File: src/rtl/sb_pkg.sv
// Package: shared types for the store buffer.
// Assumes nothing beyond the enum width being 1 bit.
package sb_pkg;
    typedef enum logic {
        BAR_OPEN = 1'b0,   // stores flow normally
        BAR_HOLD = 1'b1    // barrier waiting for the queue to empty
    } bar_state_t;
endpackage

File: src/rtl/sb_queue.sv
// In-order circular store queue. Pushes at the tail, pops at the head.
// Presents its contents in age order (index 0 = oldest) for forwarding.
// Assumes DEPTH is a power of two and push is never asserted when full.
module sb_queue #(
    parameter int DEPTH = 4,
    parameter int AW    = 16,
    parameter int DW    = 32,
    localparam int PW   = $clog2(DEPTH),
    localparam int CW   = $clog2(DEPTH + 1)
) (
    input  logic                      clk,
    input  logic                      rst_n,
    input  logic                      push,
    input  logic [AW-1:0]             push_addr,
    input  logic [DW-1:0]             push_data,
    input  logic                      pop,
    output logic [CW-1:0]             occ,
    output logic [DEPTH-1:0]          ord_valid,
    output logic [DEPTH-1:0][AW-1:0]  ord_addr,
    output logic [DEPTH-1:0][DW-1:0]  ord_data
);
    logic [DEPTH-1:0][AW-1:0] addr_mem;
    logic [DEPTH-1:0][DW-1:0] data_mem;
    logic [PW-1:0]            head;
    logic [PW-1:0]            tail;

    // Pointer and occupancy update; pop only when something is held.
    always_ff @(posedge clk) begin
        if (!rst_n) begin
            head <= '0;
            tail <= '0;
            occ  <= '0;
        end else begin
            if (push) tail <= tail + PW'(1);
            if (pop)  head <= head + PW'(1);
            if (push && !pop)      occ <= occ + CW'(1);
            else if (pop && !push) occ <= occ - CW'(1);
        end
    end

    // Entry storage write at the tail slot.
    always_ff @(posedge clk) begin
        if (push) begin
            addr_mem[tail] <= push_addr;
            data_mem[tail] <= push_data;
        end
    end

    // Age-ordered view: slot head+i holds the i-th oldest entry.
    for (genvar i = 0; i < DEPTH; i++) begin : g_age
        logic [PW-1:0] slot;
        assign slot         = head + PW'(i);
        assign ord_valid[i] = (CW'(i) < occ);
        assign ord_addr[i]  = addr_mem[slot];
        assign ord_data[i]  = data_mem[slot];
    end
endmodule

File: src/rtl/sb_match.sv
// Load forwarding search. Scans entries oldest to youngest so the
// youngest matching entry wins; falls back to the cache data on a miss.
// Assumes age order on the inputs (index 0 = oldest).
module sb_match #(
    parameter int DEPTH = 4,
    parameter int AW    = 16,
    parameter int DW    = 32
) (
    input  logic                      ld_valid,
    input  logic [AW-1:0]             ld_addr,
    input  logic [DW-1:0]             ld_cache_data,
    input  logic [DEPTH-1:0]          ord_valid,
    input  logic [DEPTH-1:0][AW-1:0]  ord_addr,
    input  logic [DEPTH-1:0][DW-1:0]  ord_data,
    output logic                      hit,
    output logic [DW-1:0]             rdata
);
    logic [DEPTH-1:0] match;

    // Per-entry address compare.
    for (genvar i = 0; i < DEPTH; i++) begin : g_cmp
        assign match[i] = ld_valid && ord_valid[i] && (ord_addr[i] == ld_addr);
    end

    // Priority select: later (younger) matches override earlier ones.
    always_comb begin
        hit   = 1'b0;
        rdata = ld_cache_data;
        for (int i = 0; i < DEPTH; i++) begin
            if (match[i]) begin
                hit   = 1'b1;
                rdata = ord_data[i];
            end
        end
    end
endmodule

File: src/rtl/sb_barrier.sv
// Write-barrier tracker. Enters HOLD on a barrier pulse and returns to
// OPEN once the queue has been observed empty while holding.
// Assumes occ reflects the queue occupancy at the start of the cycle.
module sb_barrier #(
    parameter int CW = 3
) (
    input  logic          clk,
    input  logic          rst_n,
    input  logic          wbar,
    input  logic [CW-1:0] occ,
    output logic          hold
);
    import sb_pkg::*;
    bar_state_t state;

    // Barrier state transition.
    always_ff @(posedge clk) begin
        if (!rst_n)                            state <= BAR_OPEN;
        else if (wbar)                         state <= BAR_HOLD;
        else if (state == BAR_HOLD && occ == '0) state <= BAR_OPEN;
    end

    assign hold = (state == BAR_HOLD);
endmodule

File: src/rtl/store_fwd_buffer.sv
// Store buffer top: accepts stores without waiting on coherence,
// drains them in order on ownership grant, forwards to loads, and
// honours a write barrier. Assumes dr_grant is only acted on with dr_valid.
module store_fwd_buffer #(
    parameter int DEPTH = 4,
    parameter int AW    = 16,
    parameter int DW    = 32,
    localparam int CW   = $clog2(DEPTH + 1)
) (
    input  logic          clk,
    input  logic          rst_n,
    input  logic          st_valid,
    input  logic [AW-1:0] st_addr,
    input  logic [DW-1:0] st_data,
    output logic          st_ready,
    input  logic          wbar,
    input  logic          ld_valid,
    input  logic [AW-1:0] ld_addr,
    input  logic [DW-1:0] ld_cache_data,
    output logic          ld_hit,
    output logic [DW-1:0] ld_rdata,
    output logic          dr_valid,
    output logic [AW-1:0] dr_addr,
    output logic [DW-1:0] dr_data,
    input  logic          dr_grant
);
    logic [CW-1:0]             occ;
    logic [DEPTH-1:0]          ord_valid;
    logic [DEPTH-1:0][AW-1:0]  ord_addr;
    logic [DEPTH-1:0][DW-1:0]  ord_data;
    logic                      hold;
    logic                      push;
    logic                      pop;

    // Handshake and drain control.
    assign st_ready = (occ != CW'(DEPTH)) && !hold;
    assign push     = st_valid && st_ready;
    assign dr_valid = ord_valid[0];
    assign dr_addr  = ord_addr[0];
    assign dr_data  = ord_data[0];
    assign pop      = dr_valid && dr_grant;

    sb_queue #(.DEPTH(DEPTH), .AW(AW), .DW(DW)) u_queue (
        .clk       (clk),
        .rst_n     (rst_n),
        .push      (push),
        .push_addr (st_addr),
        .push_data (st_data),
        .pop       (pop),
        .occ       (occ),
        .ord_valid (ord_valid),
        .ord_addr  (ord_addr),
        .ord_data  (ord_data)
    );

    sb_match #(.DEPTH(DEPTH), .AW(AW), .DW(DW)) u_match (
        .ld_valid      (ld_valid),
        .ld_addr       (ld_addr),
        .ld_cache_data (ld_cache_data),
        .ord_valid     (ord_valid),
        .ord_addr      (ord_addr),
        .ord_data      (ord_data),
        .hit           (ld_hit),
        .rdata         (ld_rdata)
    );

    sb_barrier #(.CW(CW)) u_bar (
        .clk   (clk),
        .rst_n (rst_n),
        .wbar  (wbar),
        .occ   (occ),
        .hold  (hold)
    );
endmodule

File: config.mk
export PLATFORM = sky130hd
export DESIGN_NAME = store_fwd_buffer
export DESIGN_NICKNAME = d
export VERILOG_FILES = /design/src/rtl/sb_pkg.sv /design/src/rtl/sb_queue.sv /design/src/rtl/sb_match.sv /design/src/rtl/sb_barrier.sv /design/src/rtl/store_fwd_buffer.sv
export SDC_FILE = /design/constraint.sdc
export NUM_CORES = 1
export LEC_CHECK = 0
export ABC_AREA = 1
export BUFFER_PORTS_ARGS = -buffer_cell sky130_fd_sc_hd__buf_2
export CORE_ASPECT_RATIO = 0.9
export CORE_MARGIN = 4
export CORE_UTILIZATION = 44
export DETAILED_ROUTE_END_ITERATION = 12
export GPL_TIMING_DRIVEN = 0
export SYNTH_ARGS = -nofsm -noshare
export SYNTH_HDL_FRONTEND = slang
export SYNTH_HIERARCHICAL = 1
export SYNTH_SLANG_ARGS = --single-unit
File: constraint.sdc
create_clock -name clk -period 3 [get_ports clk]
set_input_delay 0.3 -clock clk [delete_from_list [all_inputs] [get_ports clk]]
set_output_delay 0.3 -clock clk [all_outputs]
set_load 0.05 [all_outputs]
==> metrics <==
status=finished, violations left; failing checks=negative setup slack; critical path, cell by cell=buf_12, buf_12, clkbuf_16, nand2_4, o21ai_4, mux2i_4, inv_2, nand2_2, nand2_2, nor2_4, nand2_2, nor2_4, buf_6, nand3_4, buf_8, nand2_2, nand3_4, nand2_4, a21oi_4, buf_6; CP startpoint kind=register; DR DRC count=0; CTS tree=yes; mapped cell area=~14000 um2; Clk Tree Root Cell=clkbuf_16; Crit path max-delay family=buffers and inverters; FF-to-FF path depth=7; Hold Path Depth=1; FFs w/ async S/R, synth=0%; Layout Cell Area excl Fill=roughly 19000 um2; largest net degree at the start of global routing=49; Critical Path Max Stage Delay=~0.40 ns; hold buffers post-CTS=0; Comb power frac=about 64%; CTS Buf Count=17; register area=just under 6000 um2; fmax=roughly 280 MHz; Final Skew=0.01136 ns; Worst-Skew Late Latency=roughly 0.45 ns; final wirelength=~54000 um; Max-slew headroom=between 30% and 40%; sum of negative setup slack=-19.16 ns; #FFs+latches synth=200; WP data required=2.70 ns; max_cap viols=0; P&R area growth vs syn=35.33%; top post-synthesis cells by count=nand2_1 (400), nor2_1 (286), o21ai_0 (199); Core Footprint=roughly 31000 um2; # IOs=approximately 190; initial antenna violation count=4; sequential element share of the synthesized area=between 40% and 50%; wire per inst=between 20 and 25 um; maximum buffer depth of the clock tree=2; Die Wd=between 150 and 200 um; worst slew pin tran=a little over 1 ns; NetSw=between 8 and 9 mW; GRT Total Usage=between 20% and 30%; initial core utilization=45.14%; internal power=8.095 mW; area of the multi-input gates=between 8000 and 9000 um2; Synth Area per Inst=7.779 um2; Cell variety after synth=between 40 and 50; number of diodes=0; Sw Share=about half; synthesized net count=between 1500 and 2000; clock-pin slew on the worst setup and hold paths=roughly 0.08 ns; PwrDens=slightly below 900 nW/um2; worst-path maximum fanout=8; Die Ht=between 150 and 200 um; Yosys Warn Count=6; crit-path most repeated cell=nand2_2; Hold Fails Final Rpt=0; total power=approximately 17 mW; wire length of the first global-routing pass=between 70000 and 80000 um; Final Critical Period=around 3.6 ns; worst vdd ir=approximately 0.65 mV; Slowest cell on crit path=dfxtp_4; Total Nets Final=around 2200; vias in the first global route=approximately 13000; post-route ant nets=0; fraction of power consumed by sequential logic=roughly a fifth; RePlAce Congestion=about 0.94; Crit. End Element=output pin; utilization after layout=61.09%; first-pass iteration count of the detailed router=5; WP data arrival=between 3 and 4 ns; clock sinks=200; PortBufs=about 180; static leakage=between 8 and 9 nW; Rows=61; grt total ovfl=0; CP bufs+invs=7; RSZ-0062 raised after global routing=true; Critical Path Stages=20; die area=35040 um2; most frequent cell after synthesis=nand2_1; hold crit path type=in -> reg; Post-synth EDFFs=between 150 and 200; # setup viols final=33; Worst Slack Setup Final=-0.6251 ns; share of cells above drive strength 1=34.02%; initial DRC count=between 1000 and 1500; DP Area=approximately 16000 um2; H-tree levels=4; share of the synthesized area in the top cell type=around two fifths; Syn Inst Count=1816; clock power share=between 10% and 20%; main flop type after synthesis=edfxtp_1; via count=around 14000; vias per cell=5.568; critical path class=reg -> out; cell taking the most area after synthesis=edfxtp_1; DP HPWL=35980 um; top cells by area, synth=edfxtp_1 (41%), nand2_1 (11%), nor2_1 (7.6%), o21ai_0 (7.1%), mux2i_1 (6.8%); # fillers=between 2000 and 3000; final period utilization=120.8%; Slew Viols, Final=0
-- worst paths after layout --
check / start / endpoint / slack [ns]
setup reg to reg: u_queue/occ[1] / u_queue/data_mem[3] / 0.70
hold reg to reg: u_bar/hold / u_bar/hold / 0.47
hold / removal: st_data[16] / u_queue/data_mem[48] / 0.06
setup / recovery: u_queue/head[0] / ld_rdata[18] / -0.63
-- metrics by stage --
step | instances | hold WS [ns] | worst slack (ns)
finish | 2511 | 0.06323 | -0.6251
global route | 2511 | 0.04967 | -0.7736
CTS | 2479 | 0.04603 | -0.5683
detailed placement | 2410 | 0.4562 | -0.6685
global placement | 2408 | 0.4565 | -0.6735
floorplan | 1816 | 0.3989 | 0.002166
-- cells in the final DEF, fill, tap and decap left out, types with 28 or more instances in the layout --
master     synthesis  final
nand2_1          400    332
nor2_1           286    254
edfxtp_1         192    192
inv_1            192    184
buf_2             45    172
o21ai_0          199    148
a21oi_1          102     78
nand2_2           23     77
mux2i_1           96     71
buf_4             16     54
buf_6             16     43
nand4_1           37     37
nor2_2            19     33
a21oi_4            0     32
nand3_2           28     31
o21ai_2            0     31
buf_12             0     29
clkbuf_16          0     28
-- per-layer routing --
metal / GRT usage, % / wire, um
met5: 0 / 44
met3: 4.948 / 4450
met4: 8.117 / 1388
met1: 40.92 / 23140
met2: 45.63 / 24480
-- state kept, by name, indices dropped and copies added (netlist names) --
register and flops:
u_queue/tail 2, u_queue/head 2, u_queue/occ 3, u_queue/addr_mem 64, u_queue/data_mem 128, u_bar/hold 1
-- cell families (layout without fill, tap and decap cells) --
| group | Yosys count | count (layout) | share of synthesized area [%] |
|---|---|---|---|
| simple gates | 836 | 838 | 26.06 |
| flops | 200 | 200 | 41.95 |
| buf+inv | 317 | 601 | 10.50 |
| compound gates | 345 | 345 | 13.06 |
| xor+xnor | 14 | 14 | 0.9212 |
| fa+ha+maj | 8 | 8 | 0.7086 |
| mux | 96 | 96 | 6.802 |
-- final cells by class --
type                    instances  share of cell area, %
multi-input cells            1301                  42.10
flip-flops and latches        200                  31.02
clock buffers                  18                  2.297
repair buffers                253                  10.83
inverters                     210                  4.215
plain buffers                 106                  5.943
clock inverters                14                 0.9294
well taps                     409                  2.677
-- timing repair --
item | CTS | global route
buffers inserted | 31 | 22
pin swaps | 26 | 77
hold endpoints to repair | 0 | 0
cloned | 6 | 11
resized for setup | 238 | 200
endpoints found under the setup margin | 33 | 34
-- power by group through the flow --
stage / Sequential (mW) / Combinational, mW / Clock, mW
6_report: 3.50 / 10.7 / 2.41
5_1_grt: 3.52 / 11.3 / 2.58
4_1_cts: 3.46 / 9.76 / 2.44
3_5_place_dp: 3.52 / 8.95 / 0
3_3_place_gp: 3.53 / 8.85 / 0
2_1_floorplan: 3.49 / 6.39 / 0
(Power assumes the default switching activity.)
